**src/rtl/ptmr_pkg.sv**
```systemverilog
package ptmr_pkg;

    localparam int CNT_W     = 16;
    localparam int NUM_MATCH = 3;
    localparam int PSC_W     = 4;
    localparam int STS_W     = 6;

    localparam int ST_INTV = 0;
    localparam int ST_MAT0 = 1;
    localparam int ST_OVF  = 4;
    localparam int ST_EXT  = 5;

    typedef struct packed {
        logic match_en;
        logic down;
        logic intv_mode;
        logic hold;
    } cnt_ctrl_t;

    typedef struct packed {
        logic [PSC_W-1:0] exp_n;
        logic             enable;
    } clk_ctrl_t;

    function automatic logic [(2**PSC_W)-1:0] psc_mask(input logic [PSC_W-1:0] n);
        logic [(2**PSC_W)-1:0] ones;
        ones = '1;
        return ones >> ((2**PSC_W) - 1 - int'(n));
    endfunction

endpackage

```
**src/rtl/ptmr_prescaler.sv**
```systemverilog
module ptmr_prescaler
    import ptmr_pkg::*;
#(
    parameter int P_W = PSC_W
) (
    input  logic           clk,
    input  logic           rst,
    input  logic           clr,
    input  logic           run,
    input  logic           psc_en,
    input  logic [P_W-1:0] psc_n,
    output logic           tick
);
    localparam int DIV_W = 2**P_W;

    logic [DIV_W-1:0] div_q;
    logic [DIV_W-1:0] mask;

    always_comb begin
        mask = '1;
        mask = mask >> (DIV_W - 1 - int'(psc_n));
        tick = run && (!psc_en || ((div_q & mask) == mask));
    end

    always_ff @(posedge clk) begin
        if (rst || clr) begin
            div_q <= '0;
        end else if (run) begin
            div_q <= div_q + 1'b1;
        end
    end

    // a fresh phase never ticks on the first prescaled cycle
    a_r1_no_tick_after_clear: assert property (@(posedge clk) disable iff (rst)
        clr |=> !(tick && psc_en));

    // a held phase does not advance
    a_r2_phase_held: assert property (@(posedge clk) disable iff (rst)
        (!run && !clr) |=> $stable(div_q));

endmodule

```
**src/rtl/ptmr_counter.sv**
```systemverilog
module ptmr_counter
    import ptmr_pkg::*;
#(
    parameter int W = CNT_W
) (
    input  logic         clk,
    input  logic         rst,
    input  logic         cnt_rst,
    input  logic         tick,
    input  logic         down,
    input  logic [W-1:0] limit,
    output logic [W-1:0] count,
    output logic [W-1:0] next_count,
    output logic         step,
    output logic         wrap_ev
);
    logic at_top;
    logic at_zero;
    logic wrap_c;

    always_comb begin
        at_top  = (count >= limit);
        at_zero = (count == '0);
        if (down) begin
            next_count = at_zero ? limit : count - 1'b1;
            wrap_c     = at_zero;
        end else begin
            next_count = at_top ? '0 : count + 1'b1;
            wrap_c     = at_top;
        end
        step    = tick && !cnt_rst;
        wrap_ev = step && wrap_c;
    end

    always_ff @(posedge clk) begin
        if (rst || cnt_rst) begin
            count <= '0;
        end else if (tick) begin
            count <= next_count;
        end
    end

    // reset strobe forces zero next cycle
    a_r5_clear_to_zero: assert property (@(posedge clk) disable iff (rst)
        cnt_rst |=> (count == '0));

    // no step means the count holds
    a_r2_hold_freezes: assert property (@(posedge clk) disable iff (rst)
        (!tick && !cnt_rst) |=> $stable(count));

    // an up step from below the limit advances by one
    a_r3_up_by_one: assert property (@(posedge clk) disable iff (rst)
        (step && !down && (count < limit)) |=> (count == $past(count) + 1'b1));

endmodule

```
**src/rtl/ptmr_match.sv**
```systemverilog
module ptmr_match
    import ptmr_pkg::*;
#(
    parameter int W = CNT_W
) (
    input  logic         step,
    input  logic         enable,
    input  logic [W-1:0] next_count,
    input  logic [W-1:0] limit,
    input  logic [W-1:0] mval,
    output logic         hit
);
    always_comb begin
        hit = step && enable && (mval <= limit) && (next_count == mval);
    end

    // a compare value beyond the limit stays silent
    always_comb begin
        a_r6_above_limit_silent: assert (!(hit && (mval > limit)));
    end

endmodule

```
**src/rtl/ptmr_status.sv**
```systemverilog
module ptmr_status
    import ptmr_pkg::*;
#(
    parameter int N = STS_W
) (
    input  logic         clk,
    input  logic         rst,
    input  logic         clr,
    input  logic [N-1:0] ev,
    output logic [N-1:0] sts
);
    always_ff @(posedge clk) begin
        if (rst) begin
            sts <= '0;
        end else begin
            sts <= (clr ? '0 : sts) | ev;
        end
    end

    // without a clear no bit falls
    a_r7_sticky: assert property (@(posedge clk) disable iff (rst)
        !clr |=> ((sts & $past(sts)) == $past(sts)));

    // a clear with no concurrent event empties the register
    a_r7_clear_empty: assert property (@(posedge clk) disable iff (rst)
        (clr && (ev == '0)) |=> (sts == '0));

    // a concurrent event survives the clear
    a_r7_event_wins: assert property (@(posedge clk) disable iff (rst)
        (ev != '0) |=> ((sts & $past(ev)) == $past(ev)));

endmodule

```
**src/rtl/ptmr_channel.sv**
```systemverilog
module ptmr_channel
    import ptmr_pkg::*;
#(
    parameter int W  = CNT_W,
    parameter int NM = NUM_MATCH,
    parameter int PW = PSC_W
) (
    input  logic            clk,
    input  logic            rst,
    input  logic [PW:0]     clk_ctrl,
    input  logic [3:0]      cnt_ctrl,
    input  logic [W-1:0]    interval,
    input  logic [NM*W-1:0] match_val,
    input  logic            cnt_rst,
    input  logic            sts_clr,
    input  logic            ext_evt,
    input  logic [NM+2:0]   irq_en,
    output logic [W-1:0]    count,
    output logic [NM+2:0]   status,
    output logic            irq
);
    localparam int SW  = NM + 3;
    localparam int OVF = NM + 1;
    localparam int EXT = NM + 2;

    cnt_ctrl_t       cc;
    logic [W-1:0]    limit;
    logic            tick;
    logic            step;
    logic            wrap_ev;
    logic [W-1:0]    next_count;
    logic [NM-1:0]   hits;
    logic [SW-1:0]   events;

    always_comb begin
        cc    = cnt_ctrl_t'(cnt_ctrl);
        limit = cc.intv_mode ? interval : {W{1'b1}};
    end

    ptmr_prescaler #(.P_W(PW)) u_psc (
        .clk    (clk),
        .rst    (rst),
        .clr    (cnt_rst),
        .run    (!cc.hold),
        .psc_en (clk_ctrl[0]),
        .psc_n  (clk_ctrl[PW:1]),
        .tick   (tick)
    );

    ptmr_counter #(.W(W)) u_cnt (
        .clk        (clk),
        .rst        (rst),
        .cnt_rst    (cnt_rst),
        .tick       (tick),
        .down       (cc.down),
        .limit      (limit),
        .count      (count),
        .next_count (next_count),
        .step       (step),
        .wrap_ev    (wrap_ev)
    );

    for (genvar i = 0; i < NM; i++) begin : g_match
        ptmr_match #(.W(W)) u_m (
            .step       (step),
            .enable     (cc.match_en),
            .next_count (next_count),
            .limit      (limit),
            .mval       (match_val[i*W +: W]),
            .hit        (hits[i])
        );
    end

    always_comb begin
        events              = '0;
        events[ST_INTV]     = wrap_ev && cc.intv_mode;
        events[NM:1]        = hits;
        events[OVF]         = wrap_ev && !cc.intv_mode;
        events[EXT]         = ext_evt;
    end

    ptmr_status #(.N(SW)) u_sts (
        .clk (clk),
        .rst (rst),
        .clr (sts_clr),
        .ev  (events),
        .sts (status)
    );

    always_comb begin
        irq = |(status & irq_en);
    end

    // a zero mask keeps the line low
    a_r8_masked_quiet: assert property (@(posedge clk) disable iff (rst)
        (irq_en == '0) |-> !irq);

    // the overflow bit rises only from free-running wraps or never in interval mode
    a_r4_ovf_not_interval: assert property (@(posedge clk) disable iff (rst)
        $rose(status[OVF]) |-> !$past(cnt_ctrl[1]));

    // held in reset the status is empty on the next cycle
    a_r10_reset_empty: assert property (@(posedge clk)
        rst |=> (status == '0 && count == '0));

endmodule

```
**config.mk**
```make
export PLATFORM = sky130hd
export DESIGN_NAME = ptmr_channel
export DESIGN_NICKNAME = d
export VERILOG_FILES = /design/src/rtl/ptmr_pkg.sv /design/src/rtl/ptmr_prescaler.sv /design/src/rtl/ptmr_counter.sv /design/src/rtl/ptmr_match.sv /design/src/rtl/ptmr_status.sv /design/src/rtl/ptmr_channel.sv
export SDC_FILE = /design/constraint.sdc
export NUM_CORES = 1
export LEC_CHECK = 0
export BUFFER_PORTS_ARGS = -buffer_cell sky130_fd_sc_hd__buf_2
export CAP_MARGIN = 20
export CELL_PAD_IN_SITES_DETAIL_PLACEMENT = 0
export CELL_PAD_IN_SITES_GLOBAL_PLACEMENT = 1
export CORE_ASPECT_RATIO = 0.75
export CORE_UTILIZATION = 41
export CTS_CLUSTER_DIAMETER = 120
export DETAILED_ROUTE_END_ITERATION = 10
export PLACE_DENSITY = 0.93
export SLEW_MARGIN = 0
export SYNTH_ARGS = -nofsm -noshare
export SYNTH_HDL_FRONTEND = slang
export SYNTH_SLANG_ARGS = --single-unit
```
**constraint.sdc**
```tcl
create_clock -name clk -period 5.1 [get_ports clk]
set_input_delay 0.51 -clock clk [delete_from_list [all_inputs] [get_ports clk]]
set_output_delay 0.51 -clock clk [all_outputs]
set_load 0.02 [all_outputs]
```
# Word-level counts from Yosys, hierarchy flattened
# Index checks and enable logic that the tools add are counted.
[op_classes] add_sub_neg=4 n_lt_le_gt_ge=4 eq_ne=4 shifts=1 mux=6 bitwise_logic=3 n_reduce_logical=20
[ops] op="16-bit equality test" n=4
[ops] op="16-bit 2-to-1 mux" n=4
[ops] op="16-bit <= comparator" n=3
[ops] op="16-bit by 1-bit adder with 16-bit output (second input constant)" n=2
[ops] op="16-bit by 32-bit >> shifter with 16-bit output (first input constant)" n=1
[ops] op="16-bit AND" n=1
[ops] op="16-bit greater-or-equal comparator" n=1
[ops] op="16-bit zero test" n=1
[ops] op="16-bit by 1-bit subtractor with 16-bit output (second input constant)" n=1
[ops] op="1-bit logical AND" n=12
[ops] op="6-bit AND" n=1
[ops] op="6-bit 2-to-1 mux" n=1
[ops] op="6-bit bitwise OR" n=1
[ops] op="6-bit OR reduction" n=1
[ops] op="4-bit by 4-bit subtractor with 5-bit output (first input constant)" n=1
[ops] op="1-bit zero test" n=4
[ops] op="1-bit logical OR" n=2
[ops] op="1-bit 2-to-1 mux" n=1
[totals] ff_bits=38 inputBits=84 out_inout_bits=23 wordCells=45

# Longest topological paths before layout
# Gate-level depths: netlist (run 1).
[logic_depth] word_depth=11 mapped_depth=14 ltp_nobuf=12

# Modules after synthesis
# A second synthesis (run 1) with hierarchy kept.
[unflattened] hier_cells=717 area_unflattened_um2=5255.0
[modules_own_cells] mod="ptmr_counter" instances=1 cells_per_inst=329 area_per_inst_um2=2274.7 seq_area_each_um2=320.3
[modules_own_cells] mod="ptmr_match" instances=3 cells_per_inst=76 area_per_inst_um2=571.8 seq_area_each_um2=0.0
[modules_own_cells] mod="ptmr_prescaler" instances=1 cells_per_inst=112 area_per_inst_um2=894.6 seq_area_each_um2=320.3
[modules_own_cells] mod="ptmr_status" instances=1 cells_per_inst=24 area_per_inst_um2=210.2 seq_area_each_um2=120.1
[modules_own_cells] mod="ptmr_channel" instances=1 cells_per_inst=24 area_per_inst_um2=160.2 seq_area_each_um2=0.0

# Least setup slack after synthesis (run 1)
# Ideal clock, no wire load.
[synth_timing] path_kind="input to register" from="input cnt_ctrl[1]" to="register u_sts.sts[2]" setup_ps=84 arrival_ps=3921 required_ps=5016 path_slack_ps=1095 path_stages=14 path_buffers=2 path_cell_list="inv_1 buf_1 nor2_1 ha_1 a21oi_1 o21ai_0 or3_1 a211oi_1 clkbuf_1 a2bb2oi_1 xnor2_1 nand4_1 or4_1 o31ai_2"
[synth_between] elab_chain_cells=7 word_cells_on_any_way=10 cone_classes="order compare (2); eq/ne (1); mux (4); bitwise (1); reduce/logical (2)"
[synth_rtl] element="from (decl)" line_no="ptmr_channel.sv:11" rtl="input logic [3:0] cnt_ctrl,"
[synth_rtl] element="16-bit 2-to-1 mux (*)" line_no="ptmr_channel.sv:37" rtl="limit = cc.intv_mode ? interval : {W{1'b1}};"
[synth_rtl] element="16-bit greater-or-equal comparator" line_no="ptmr_counter.sv:22" rtl="at_top = (count >= limit);"
[synth_rtl] element="16-bit 2-to-1 mux" line_no="ptmr_counter.sv:28" rtl="next_count = at_top ? '0 : count + 1'b1;"
[synth_rtl] element="16-bit 2-to-1 mux" line_no="ptmr_counter.sv:24" rtl="if (down) begin"
[synth_rtl] element="16-bit equality test" line_no="ptmr_match.sv:14" rtl="hit = step && enable && (mval <= limit) && (next_count == mval);"
[synth_rtl] element="1-bit logical AND (*)" line_no="ptmr_match.sv:14"
[synth_rtl] element="6-bit bitwise OR (*)" line_no="ptmr_status.sv:16" rtl="sts <= (clr ? '0 : sts) | ev;"
[synth_rtl] element="to (signal assigned)" line_no="ptmr_status.sv:16"
[synth_rtl] element="to (decl)" line_no="ptmr_status.sv:10" rtl="output logic [N-1:0] sts"
# Every way passes the cells marked *; elsewhere a longest branch is shown, timed or not.
# A chain may end at the register's enable or synchronous reset.

# Worst setup path after layout (run 1)
# Ends and elaborated chain as after synthesis.

==> results of run 1 <==
Yosys cell counts (all sizes together) (6+ instances only):
| library cell | number | area, µm² |
|---|---|---|
| a211oi | 8 | 60.1 |
| a21o | 11 | 82.6 |
| a21oi | 42 | 210 |
| a22oi | 7 | 52.6 |
| and3 | 7 | 43.8 |
| and4 | 6 | 52.6 |
| buf | 10 | 70.1 |
| clkbuf | 30 | 114 |
| dfxtp | 38 | 761 |
| ha | 63 | 788 |
| inv | 24 | 90.1 |
| mux2i | 15 | 163 |
| nand2 | 61 | 229 |
| nand2b | 6 | 37.5 |
| nand3 | 26 | 130 |
| nand4 | 18 | 113 |
| nor2 | 74 | 278 |
| nor2b | 10 | 62.6 |
| nor3 | 22 | 110 |
| nor4 | 11 | 83.8 |
| o211ai | 6 | 45.0 |
| o21ai | 29 | 145 |
| o22ai | 6 | 37.5 |
| o31ai | 7 | 62.6 |
| or3 | 6 | 37.5 |
| or4 | 10 | 82.6 |
| xnor2 | 32 | 280 |
| xor2 | 36 | 315 |
registers in the layout, summed over array words and instances (netlist names):
signal and cells:
u_cnt.count 16, u_sts.sts 6, u_psc.div_q 16
layout by cell type (no fill, tap or decap), types with 4 or more instances in the layout:
cell type  count
nor4_1        10
a221oi_1       4
o21ai_1        7
inv_1         24
or3_1          6
nor3_1        22
a22oi_1        7
nand2b_1       6
buf_4         19
o211ai_1       6
nor2b_1       10
nor2_1        74
dfxtp_1       38
o22ai_1        6
xnor2_1       32
mux2i_1       14
o31ai_1        5
or2_2          5
o2111ai_1      4
a21o_1        11
a2111o_1       4
o21ai_0       22
a21oi_1       42
and4_1         6
nand3_1       26
clkbuf_16      5
xor2_1        36
a211oi_1       8
or4_1          8
buf_2        106
and3_1         7
ha_1          63
nand4_1       18
nand2_1       61
a221o_1        4
layout make-up:
type	count	area [µm²]	share of cell area, %
Multi-Input combinational cell	592	4190	69.2
Sequential cell	38	761	12.6
Timing Repair Buffer	125	673	11.1
Tap cell	166	208	3.43
Clock buffer	5	125	2.07
Inverter	24	90.1	1.49
Clock inverter	2	10.0	0.165
worst reg2reg max path: cells and delay by family, from the launching register on:
kind | cells | cell delay, ns
AO/OA/AOI/OAI | 6 | 1.61
adder cells (fa/ha/maj) | 1 | 0.32
XOR/XNOR | 1 | 0.20
flip-flops | 1 | 0.58
AND/OR/NAND/NOR | 2 | 1.06
report_power, final:
group          switching, mW  total (mW)  internal [mW]
clock network          0.127       0.304          0.177
logic                  0.309       0.506          0.197
registers             0.0117       0.313          0.302
routing by layer:
metal / share of wire, % / vias up / routed length [µm]
met5: 0 / - / 0
met4: 1.7 / 0 / 338
met3: 13 / 38 / 2680
met2: 38 / 397 / 7670
met1: 47 / 2707 / 9310
li1: - / 2767 / -
cell families after synthesis:
group | after synthesis
AND/OR/NAND/NOR | 269
buffers and inverters | 64
flip-flops | 38
adder cells (fa/ha/maj) | 65
XOR/XNOR | 68
multiplexers | 16
AO/OA/AOI/OAI | 174
per-stage QoR:
stage               total power [mW]  cell area (µm²)  utilization, %
detailed placement             0.804             5920            47.9
finish                          1.12             6050            49.0
CTS                             1.11             6050            49.0
global placement               0.810             5920            47.9
global route                    1.17             6050            49.0
floorplan                      0.633             5210               -
worst min path at each step:
stage	startpoint	depth (start not counted)	slack [ns]	to
floorplan	u_psc.div_q[6]$_SDFFE_PP0N_	2	0.46	u_psc.div_q[6]$_SDFFE_PP0N_
global placement	u_sts.sts[4]$_SDFF_PP0_	2	0.47	u_sts.sts[4]$_SDFF_PP0_
detailed placement	u_sts.sts[4]$_SDFF_PP0_	2	0.47	u_sts.sts[4]$_SDFF_PP0_
CTS	ext_evt	3	0.43	u_sts.sts[5]$_SDFF_PP0_
global route	ext_evt	3	0.46	u_sts.sts[5]$_SDFF_PP0_
finish	ext_evt	3	0.44	u_sts.sts[5]$_SDFF_PP0_
==> run metrics, run 1 <==
outcome=finished clean; I/O Buffers=106; Synth Area in Simple Gates=about a quarter; Syn-to-layout area delta=16.1%; Detail Placement HPWL=roughly 16 mm; Worst path depth=13; Hold Worst Slack=0.436 ns; Synth warnings=0; DP Worst Slack=0.494 ns; Pre-Repair DR Iteration Count=5; routed len/inst=approximately 21 µm; crit end category=flop; final cell count without fillers=952; Syn Area/Cell=between 7 and 8 µm²; Synth Register Bits=38; crit-path cells=buf_2 > inv_1 > nor2_1 > ha_1 > nor2b_1 > o221a_2 > o311a_1 > a2111o_1 > o21ai_1 > xnor2_1 > o21ai_0 > or4_1 > o31ai_2; H-Tree Depth=2; Site Rows=35; io pins=between 100 and 150; XOR/XNOR Fraction of Synth Area=between 10% and 20%; vias per cell=6.21; met2 Resource Use GR=42.4%; PD cells=186 nW/µm²; chip height=between 90 and 100 µm; Synth Area in Compound Gates=a little under a quarter; Die Span X=132 µm; post-route antenna net violation count=0; minimum clock period=around 4.5 ns; Initial Utilization=a little over two fifths; Worst Path Required=roughly 5.3 ns; Worst Tran Pin Value=~1.1 ns; CP peak stage delay=slightly below 0.6 ns; worst r2r src=u_cnt.count[13]$_SDFFE_PP0P_; syn_nets=roughly 840; grt peak-use layer=met1; Netlist cell types=75; Slew HR=27.2%; GR Util All Layers=30.2%; skew final=between 0.01 and 0.015 ns; DR iter-0 viols=~570; Worst Setup SP=cnt_ctrl[1]; post-CTS setup buffer count=0; hold crit path type=in -> reg; CTS tree=built; Vias=about 5900; Reg2Reg Setup Slack=1.24 ns; met1 usage=45.1%; Final Slew Violations=0; core footprint=12300 µm²; CTS Hold Bufs=0; leak pwr=between 2 and 3 nW; grt met3 use=8.10%; slowest CP cell=nor2_1; final routed DRC violation total=0; NumNets Final=933; worst vdd ir=154 µV; fmax=224 MHz; routability congestion estimate=a little over 1; clk sinks=38; global route overflow=0; FF-to-FF path depth=10; crit path buf inv count=2; die area=13200 µm²; WP data arrival=around 4.7 ns; number of global-route vias before repair=about 5400; final number of setup-violating endpoints=0; number of buffers inserted during clock tree synthesis=5; Setup crit end=u_sts.sts[2]$_SDFF_PP0_; CP top delay family=compound AO/OA/AOI/OAI gates; synthesized netlist cell count=between 600 and 700; Longest Clk Path Bufs=2; post-synthesis sequential area ratio=~15%; root buffer selected by CTS=clkbuf_16; PostCTS Resize Cnt=0; RR Endpoint=u_sts.sts[2]$_SDFF_PP0_; layout cell share with drive strength beyond 1=19.6%; largest family of logic cells by synthesized area=simple AND/OR/NAND/NOR gates; Most used DFF post-synth=dfxtp_1; Post-synth EDFFs=0; RSZ-0062 raised after global routing=no; n_diodes=0; Worst-path clk slew=0.06 ns; Mapped Area=~5200 µm²; Post-Route WL=roughly 20 mm; kind of critical path=in -> reg; post-route setup slack=0.637 ns; total negative slack=0 ns; Post-Synth Adder-Cell Area=roughly 16%; placed insts=around 950; Async SR Flop Fraction=0%; mux share of post-synthesis cell area=3.34%; ratio of final minimum period to clock period=between 80 and 90%; CP startpoint kind=input port; first-pass GRT wire length=~31 mm; Clock Latency Late Sink=0.28 ns; max_cap viols=0; initial antenna violation count=0; CP max FO=15; FILL cells=1284; pin count of the biggest net entering global routing=39; Final Hold Vio Count=0
No activity file was read; power rests on OpenSTA's default activity.
==> inputs of run 2 (changes only) <==
ABC_CLOCK_PERIOD_IN_PS = 5100   (was unset)
BUFFER_PORTS_ARGS = -buffer_cell sky130_fd_sc_hd__buf_4   (was -buffer_cell sky130_fd_sc_hd__buf_2)
==> run metrics, run 2 (synthesis gave the netlist of run 1 again) <==
DR iter-0 viols=768 (+35%); number of buffers inserted during clock tree synthesis=5 (unchanged); pin count of the biggest net entering global routing=40 (+2.6%); crit end category=flop; Syn-to-layout area delta=22.4%; layout cell share with drive strength beyond 1=19.7% (+0.10 points); H-Tree Depth=2 (unchanged); commonest non-fill, non-tap cells in the layout=buf_4 (125), nor2_1 (74), ha_1 (63); Worst-path clk slew=0.07 ns (about the same); Comb pwr share=41.7% (-3.4 points); Detail Placement HPWL=17.0 mm (+6.0%); kind of critical path=in -> reg; commonest non-fill, non-tap cell in the layout=buf_4; uppermost layer routed=met4; skew final=0.00743 ns (-0.00390 ns); minimum clock period=4.55 ns (+0.0882 ns); final routed DRC violation total=0 (unchanged); final number of setup-violating endpoints=0 (unchanged); Clock Latency Late Sink=0.30 ns (+0.02 ns); global route overflow=0 (unchanged); n_diodes=0 (unchanged); number of global-route vias before repair=5431 (+1.4%); clock network fraction of total power=34.0% (+6.9 points); RSZ-0062 raised after global routing=no; total net switching power=0.471 mW (+5.1%); WP data arrival=4.77 ns (+0.11 ns); Longest Clk Path Bufs=2 (unchanged); most used cell, CP=buf_4; max_cap viols=0 (unchanged); Internal=0.814 mW (+21%); met2 WL=8.40 mm (+9.5%); Switching Share=36.7% (-3.2 points); Pre-Repair DR Iteration Count=5 (unchanged); Hold Worst Slack=0.417 ns (-0.0183 ns); CTS tree=built; core footprint=12300 µm² (unchanged); CP max FO=14 (-1); Post-Route WL=21.4 mm (+7.1%); root buffer selected by CTS=clkbuf_16; crit path buf inv count=3 (+1); Initial Utilization=42.2% (unchanged); PostCTS Resize Cnt=0 (unchanged); post-route antenna net violation count=0 (unchanged); initial antenna violation count=0 (unchanged); ratio of final minimum period to clock period=89.2% (+1.7 points); Final Slew Violations=0 (unchanged); Vias=5916 (+0.12%); Final Instance Area=6380 µm² (+5.4%); Slew HR=22.3% (-4.8 points); fmax=220 MHz (-1.9%); total negative slack=0 ns (unchanged); Final Hold Vio Count=0 (unchanged); Largest regs=u_cnt.count: 16 flops, u_psc.div_q: 16 flops, u_sts.sts: 6 flops; NumNets Final=933 (unchanged); Met1 Routed Length=10.2 mm (+9.3%); CTS Hold Bufs=0 (unchanged); routed len/inst=22.5 µm (+7.0%); CP startpoint kind=input port; Worst Tran Pin Value=1.16 ns (+0.0725 ns); die area=13200 µm² (unchanged); vias per cell=6.21 (about the same); slowest CP cell=a211oi_1; Worst Path Required=5.31 ns (about the same); CP peak stage delay=0.60 ns (about the same); routability congestion estimate=1.04 (+2.0%); I/O Buffers=106 (unchanged); chip height=99.7 µm (unchanged); placed instance area=6180 µm² (+4.5%); Die Span X=132 µm (unchanged); worst vdd ir=127 µV (-17%); outcome=finished clean; GR Util All Layers=31.9% (+1.7 points); hold crit path type=in -> reg; post-CTS setup buffer count=0 (unchanged); leak pwr=2.88 nW (+3.5%); first-pass GRT wire length=32.0 mm (+4.3%); clk sinks=38 (unchanged); sequential power share=24.3% (-3.6 points); io pins=107 (unchanged); crit-path cells=buf_4 > inv_1 > nor2_1 > ha_1 > nor2b_1 > o221a_2 > o311a_1 > a211oi_1 > buf_4 > a2bb2oi_1 > xnor2_1 > nand4_1 > or4_1 > o31ai_2; Site Rows=35 (unchanged); met3 routed WL=2.53 mm (-5.7%); CP top delay family=compound AO/OA/AOI/OAI gates; PD cells=201 nW/µm² (+8.5%)
[run 2: per-stage QoR]
step	worst slack [ns]	utilization (%)	std cells	power (mW)
CTS	0.644	51.7	953	1.27
finish	0.548	51.7	953	1.28
global placement	0.612	50.1	945	0.833
floorplan	1.09	-	694	0.633
global route	0.342	51.7	953	1.33
detailed placement	0.343	50.1	945	0.832
[run 2: final cells by class]
cell class                      instances  area, µm²
Fill cell                            1265       5970
Multi-Input combinational cell        592       4190
Timing Repair Buffer                  125        938
Sequential cell                        38        761
Tap cell                              166        208
Clock buffer                            6        139
Inverter                               24       90.1
Clock inverter                          2       60.1
[run 2: final timing paths]
| path | start | endpoint | slack, ns | cells past startpoint |
|---|---|---|---|---|
| worst min-delay path | rst | u_sts.sts[4]$_SDFF_PP0_ | 0.42 | 2 |
| worst min register to register | u_sts.sts[4]$_SDFF_PP0_ | u_sts.sts[4]$_SDFF_PP0_ | 0.48 | 2 |
| worst max-delay path | cnt_ctrl[1] | u_sts.sts[2]$_SDFF_PP0_ | 0.55 | 14 |
| worst max register to register | u_cnt.count[13]$_SDFFE_PP0P_ | u_sts.sts[2]$_SDFF_PP0_ | 1.11 | 11 |
[run 2: worst reg2reg max path, cell delays in order (launching register included)]
cell and delay, ns:
dfxtp_1 0.58, ha_1 0.32, a21oi_1 0.15, o21ai_0 0.14
or3_1 0.51, a211oi_1 0.66, buf_4 0.28, a2bb2oi_1 0.39
xnor2_1 0.17, nand4_1 0.10, or4_1 0.42, o31ai_2 0.18
[run 2: per-layer routing]
| layer | global-route usage, % | vias up |
|---|---|---|
| met3 | 7.65 | 37 |
| met2 | 45.4 | 349 |
| met5 | 0 | - |
| met4 | 6.37 | 0 |
| met1 | 47.9 | 2757 |
| li1 | - | 2773 |
[run 2: power by group through the flow]
stage | sequential, mW | clock (mW) | combinational (mW)
floorplan | 0.318 | 0 | 0.315
global placement | 0.318 | 0 | 0.515
detailed placement | 0.319 | 0 | 0.514
CTS | 0.312 | 0.440 | 0.519
global route | 0.313 | 0.448 | 0.568
finish | 0.312 | 0.437 | 0.536
